## src/rtl/cmp_timer_pkg.sv

```systemverilog
package cmp_timer_pkg;
   // register addresses
   localparam int unsigned A_CTRL = 0;
   localparam int unsigned A_CMP  = 1;
   localparam int unsigned A_REL  = 2;
   // control bit positions
   localparam int unsigned B_EN   = 0;
   localparam int unsigned B_MASK = 1;
   localparam int unsigned B_STAT = 2;
endpackage

```

## src/rtl/cmp_timer_count.sv

```systemverilog
module cmp_timer_count #(
   parameter int unsigned CNT_W     = 64,
   parameter bit          OFFSET_EN = 1'b1
) (
   input  logic [CNT_W-1:0] sys_count,
   input  logic             offset_on,
   input  logic [CNT_W-1:0] offset_val,
   output logic [CNT_W-1:0] eff_cnt
);
   generate
      if (OFFSET_EN) begin : g_off
         assign eff_cnt = offset_on ? (sys_count - offset_val) : sys_count;
      end else begin : g_plain
         logic unused_off;
         assign unused_off = ^{offset_on, offset_val};
         assign eff_cnt    = sys_count;
      end
   endgenerate
endmodule

```

## src/rtl/cmp_timer_regs.sv

```systemverilog
module cmp_timer_regs
   import cmp_timer_pkg::*;
#(
   parameter int unsigned CNT_W  = 64,
   parameter int unsigned TV_W   = 32,
   parameter int unsigned ADDR_W = 2
) (
   input  logic              clk,
   input  logic              rst_n,
   input  logic              wr_en,
   input  logic [ADDR_W-1:0] addr,
   input  logic [CNT_W-1:0]  wdata,
   input  logic [CNT_W-1:0]  eff_cnt,
   output logic              en_q,
   output logic              mask_q,
   output logic [CNT_W-1:0]  cmp_q
);
   localparam int unsigned EXT_W = CNT_W - TV_W;

   logic [CNT_W-1:0] rel_sext;
   assign rel_sext = {{EXT_W{wdata[TV_W-1]}}, wdata[TV_W-1:0]};

   always_ff @(posedge clk or negedge rst_n) begin
      if (!rst_n) begin
         en_q   <= 1'b0;
         mask_q <= 1'b0;
         cmp_q  <= '0;
      end else if (wr_en) begin
         case (addr)
            ADDR_W'(A_CTRL): begin
               en_q   <= wdata[B_EN];
               mask_q <= wdata[B_MASK];
            end
            ADDR_W'(A_CMP): cmp_q <= wdata;
            ADDR_W'(A_REL): cmp_q <= eff_cnt + rel_sext;
            default: ;
         endcase
      end
   end
endmodule

```

## src/rtl/cmp_timer_cond.sv

```systemverilog
module cmp_timer_cond #(
   parameter int unsigned CNT_W = 64
) (
   input  logic             clk,
   input  logic             rst_n,
   input  logic [CNT_W-1:0] eff_cnt,
   input  logic [CNT_W-1:0] cmp_q,
   input  logic             en_q,
   input  logic             mask_q,
   output logic             cond_q,
   output logic             irq_q
);
   logic reached;
   assign reached = (eff_cnt >= cmp_q);

   always_ff @(posedge clk or negedge rst_n) begin
      if (!rst_n) begin
         cond_q <= 1'b0;
         irq_q  <= 1'b0;
      end else begin
         cond_q <= en_q & reached;
         irq_q  <= en_q & reached & ~mask_q;
      end
   end
endmodule

```

## src/rtl/cmp_timer.sv

```systemverilog
module cmp_timer
   import cmp_timer_pkg::*;
#(
   parameter int unsigned CNT_W     = 64,
   parameter int unsigned TV_W      = 32,
   parameter int unsigned ADDR_W    = 2,
   parameter bit          OFFSET_EN = 1'b1
) (
   input  logic              clk,
   input  logic              rst_n,
   input  logic [CNT_W-1:0]  sys_count,
   input  logic              offset_on,
   input  logic [CNT_W-1:0]  offset_val,
   input  logic              wr_en,
   input  logic [ADDR_W-1:0] addr,
   input  logic [CNT_W-1:0]  wdata,
   output logic [CNT_W-1:0]  rdata,
   output logic              tmr_cond,
   output logic              irq
);
   localparam int unsigned HI_W = CNT_W - TV_W;

   generate
      if (TV_W >= CNT_W || TV_W < 2) begin : g_bad_tv
         $error("cmp_timer: TV_W must be at least 2 and below CNT_W");
      end
      if (ADDR_W < 2) begin : g_bad_addr
         $error("cmp_timer: ADDR_W must be at least 2");
      end
   endgenerate

   logic [CNT_W-1:0] eff_cnt;
   logic [CNT_W-1:0] cmp_q;
   logic             en_q;
   logic             mask_q;
   logic             cond_q;
   logic             irq_q;
   logic [TV_W-1:0]  rel_lo;

   cmp_timer_count #(.CNT_W(CNT_W), .OFFSET_EN(OFFSET_EN)) u_count (
      .sys_count (sys_count),
      .offset_on (offset_on),
      .offset_val(offset_val),
      .eff_cnt   (eff_cnt)
   );

   cmp_timer_regs #(.CNT_W(CNT_W), .TV_W(TV_W), .ADDR_W(ADDR_W)) u_regs (
      .clk    (clk),
      .rst_n  (rst_n),
      .wr_en  (wr_en),
      .addr   (addr),
      .wdata  (wdata),
      .eff_cnt(eff_cnt),
      .en_q   (en_q),
      .mask_q (mask_q),
      .cmp_q  (cmp_q)
   );

   cmp_timer_cond #(.CNT_W(CNT_W)) u_cond (
      .clk    (clk),
      .rst_n  (rst_n),
      .eff_cnt(eff_cnt),
      .cmp_q  (cmp_q),
      .en_q   (en_q),
      .mask_q (mask_q),
      .cond_q (cond_q),
      .irq_q  (irq_q)
   );

   // only the low bits of the difference are visible
   assign rel_lo = cmp_q[TV_W-1:0] - eff_cnt[TV_W-1:0];

   always_comb begin
      rdata = '0;
      case (addr)
         ADDR_W'(A_CTRL): begin
            rdata[B_EN]   = en_q;
            rdata[B_MASK] = mask_q;
            rdata[B_STAT] = cond_q;
         end
         ADDR_W'(A_CMP): rdata = cmp_q;
         ADDR_W'(A_REL): rdata = en_q ? {{HI_W{1'b0}}, rel_lo} : '0;
         default: rdata = '0;
      endcase
   end

   assign tmr_cond = cond_q;
   assign irq      = irq_q;
endmodule

```

## config.mk

```make
export PLATFORM = sky130hd
export DESIGN_NAME = cmp_timer
export DESIGN_NICKNAME = d
export VERILOG_FILES = /design/src/rtl/cmp_timer_pkg.sv /design/src/rtl/cmp_timer_count.sv /design/src/rtl/cmp_timer_regs.sv /design/src/rtl/cmp_timer_cond.sv /design/src/rtl/cmp_timer.sv
export SDC_FILE = /design/constraint.sdc
export NUM_CORES = 1
export LEC_CHECK = 0
export BUFFER_PORTS_ARGS = -buffer_cell sky130_fd_sc_hd__buf_2
export CAP_MARGIN = 20
export CORE_ASPECT_RATIO = 0.8
export CORE_MARGIN = 3
export CORE_UTILIZATION = 50
export CTS_BUF_LIST = sky130_fd_sc_hd__clkbuf_16
export CTS_CLUSTER_SIZE = 16
export DETAILED_ROUTE_END_ITERATION = 7
export GPL_TIMING_DRIVEN = 1
export PLACE_DENSITY = 0.82
export SETUP_SLACK_MARGIN = 0.15
export SYNTH_ARGS = -nofsm -noshare
export SYNTH_HDL_FRONTEND = slang
export SYNTH_SLANG_ARGS = --single-unit
```

## constraint.sdc

```tcl
create_clock -name clk -period 7.15 [get_ports clk]
set_input_delay 1.0725 -clock clk [delete_from_list [all_inputs] [get_ports clk]]
set_output_delay 1.0725 -clock clk [all_outputs]
set_load 0.02 [all_outputs]
```

==> summary.md <==
| Metric | Value |
|---|---|
| CTS Buf Count | 9 |
| Share of cells above drive strength 1 | 19.4% |
| Syn_nets | 2468 |
| CP endpoint kind | output port |
| CP top delay family | compound AO/OA/AOI/OAI gates |
| Leakage | 8.94 nW |
| Row count | 55 |
| Initial antenna violation count | 6 |
| CTS root buffer | clkbuf_16 |
| CP max stage delay | 400 ps |
| Design Power | 3.69 mW |
| Hold WS | 513 ps |
| Area growth syn-to-layout | 15.8% |
| Syn Inst Count | between 2k and 2.5k |
| EDFF count, synth | 0 |
| PD cells | 213 nW/µm² |
| Clock Latency Late Sink | 360 ps |
| Largest net degree at the start of global routing | 69 |
| Worst-Margin Slew | 1090 ps |
| Fillers | 2728 |
| Yosys cell types | 83 |
| Final Hold Fails | 0 |
| Final wirelength | 54.8 mm |
| Mean Syn Cell Area | roughly 7.3 µm² |
| Max Freq | 145 MHz |
| Max-cap violations | 0 |
| Die Y | 161 µm |
| Status | completed |
| Critical path required time | 6080 ps |
| Sinks on the clock net | 68 |
| Via Count | about 16k |
| Final Max Slew Viols | 0 |
| Switching Share | between 40% and 50% |
| Finished Cell Area | 17300 µm² |
| Fin Clk Skew | 12.3 ps |
| H-Tree Depth | 3 |
| Vias/cell | slightly above 6 |
| Sequential power share | 15.6% |
| Comb pwr share | between 70% and 80% |
| Hold Buf Count CTS | 0 |
| Die W | ~200 µm |
| Die ar. | 32000 µm² |
| Avg WL per Cell | between 20 and 25 µm |
| Routability congestion estimate | 0.990 |
| Critical path launch point type | input port |
| Most frequent cells in the layout | 261 x buf_2, 218 x ha_1, 209 x inv_1, 193 x nand2_1, 164 x o21ai_0 |
| Synth Flop Type | dfrtp_1 |
| Post-DP HPWL | 44.1 mm |
| GRT Overall Usage | 32.1% |
| Maximum buffer depth of the clock tree | 2 |
| Pre-Repair DR Iteration Count | 6 |
| Asr flop ratio synth | 100% |
| Global-route wire length before repair | 82.0 mm |
| Total gr overflow | 0 |
| Placed inst area | 16600 µm² |
| Post-Syn Area | approximately 15000 µm² |
| Vias in the first global route | 15.0k |
| Flops & latches, synth | 68 |
| CTS clock-pin slew for the worst setup and hold paths | 70 ps |
| Initial DRC Count | 1767 |
| Sw power | 1.83 mW |
| Most common cell after layout, fill and taps aside | buf_2 |
| Placeable Area | 28800 µm² |
| DR DRC count | 0 |
| Post-DRT Antenna Nets | 0 |
| VDD IR-drop max | approximately 0.12 mV |
| RSZ-0062 raised after global routing | true |
| Synth warn | 0 |
| Post-layout util | ~60% |
| Power share of the clock group | 13.5% |
| HP Class | flop to flop |
| # port buffers | 263 |
| Period utilization | 96.5% |
| Internal power | 1.85 mW |
| Placed Instances | 2616 |
| Sequential-to-total area share from yosys stat | 11.4% |
| Setup violators final | 0 |
| Ports | 264 |
| Fin nets | 2694 |
| CP arrival | 5830 ps |
| CTS tree | yes |
| Starting density of the core | 51.9% |
| Worst Path Max Fanout | 6 |
| Worst path bufs/invs | 5 |
| Master of the slowest instance on the critical path | fa_2 |
| Slew Limit Headroom | a little over a quarter |
| Minimum clock period | a little under 7000 ps |
| Worst setup path class | input port to output port |
| Final std cells w/o fill | 2649 |
[registers in the layout (all words and copies together) (netlist names)]
name and flops:
u_cond.irq_q 1, u_cond.cond_q 1, u_regs.en_q 1, u_regs.cmp_q 64
u_regs.mask_q 1
[through the flow]
step           TNS, ps  setup slack [ps]
6_report             0               248
5_1_grt              0              85.3
2_1_floorplan        0               444
3_5_place_dp      -450              -296
3_3_place_gp      -247              -150
4_1_cts              0               105
[cell usage after synthesis (40+ instances only)]
cell        n  area, µm²
nand3_1    40        200
and3_1     46        288
dfrtp_1    68       1700
mux2_2     57        642
ha_1      225       2820
o21ai_0   173        866
xor2_1     52        455
clkbuf_1   79        297
a21oi_1   170        851
nor2_1     99        372
a21o_1    111        833
inv_1     209        785
nand2_1   195        732
mux2i_1    44        440
xnor2_1    82        718
[kinds of logic after synthesis]
| logic type | share of synthesized area [%] |
|---|---|
| AO/OA/AOI/OAI | 29.5 |
| XOR/XNOR | 7.85 |
| adder cells (fa/ha/maj) | 19.2 |
| buffers and inverters | 7.63 |
| flip-flops | 11.4 |
| multiplexers | 7.24 |
| AND/OR/NAND/NOR | 17.2 |
[layout make-up]
type | instances | area [µm²] | area share [%]
clock inverters | 7 | 83.8 | 0.484
well taps | 370 | 463 | 2.67
repair buffers | 305 | 1640 | 9.50
multi-input cells | 1675 | 12400 | 71.6
inverters | 209 | 785 | 4.53
clock buffers | 9 | 225 | 1.30
flip-flops and latches | 68 | 1700 | 9.83
diodes | 6 | 15.0 | 0.0867
[metal layers]
layer / vias up / share of wire [%] / global-route usage (%)
li1: 7786 / - / -
met1: 7743 / 47 / 48.4
met2: 784 / 42 / 47.0
met3: 71 / 9.8 / 5.83
met4: 0 / 2.0 / 7.67
met5: - / 0 / 0
[timing repair]
item / CTS / global route
buffers inserted: 2 / 9
endpoints found under the setup margin: 8 / 12
gates resized for setup: 12 / 54
pin swaps: 4 / 23
[power by group through the flow]
stage	logic, mW	clock network [mW]	registers, mW
after floorplan	1.77	0	0.542
after global placement	2.37	0	0.571
after detailed placement	2.42	0	0.576
after CTS	2.46	0.499	0.569
after global routing	2.85	0.519	0.585
final	2.61	0.496	0.575
[final timing paths]
| kind | from | endpoint | slack [ps] | cells past startpoint |
|---|---|---|---|---|
| setup / recovery | sys_count[0] | rdata[30] | 250 | 26 |
| hold / removal | u_regs.cmp_q[45] | u_regs.cmp_q[45] | 510 | 2 |
| setup reg to reg | u_regs.cmp_q[9] | u_cond.cond_q | 4130 | 13 |
| hold reg to reg | u_regs.cmp_q[45] | u_regs.cmp_q[45] | 510 | 2 |
| max in group asynchronous | rst_n | u_regs.cmp_q[62] | 5520 | 2 |
| min in group asynchronous | rst_n | u_regs.cmp_q[14] | 970 | 2 |
[worst min-delay path, delay by kind of cell (launching register included)]
family | cells | cell delay (ps)
and+or+nand+nor | 1 | 50
AOI/OAI and AO/OA | 1 | 70
DFF | 1 | 360
(Power assumes the default switching activity.)
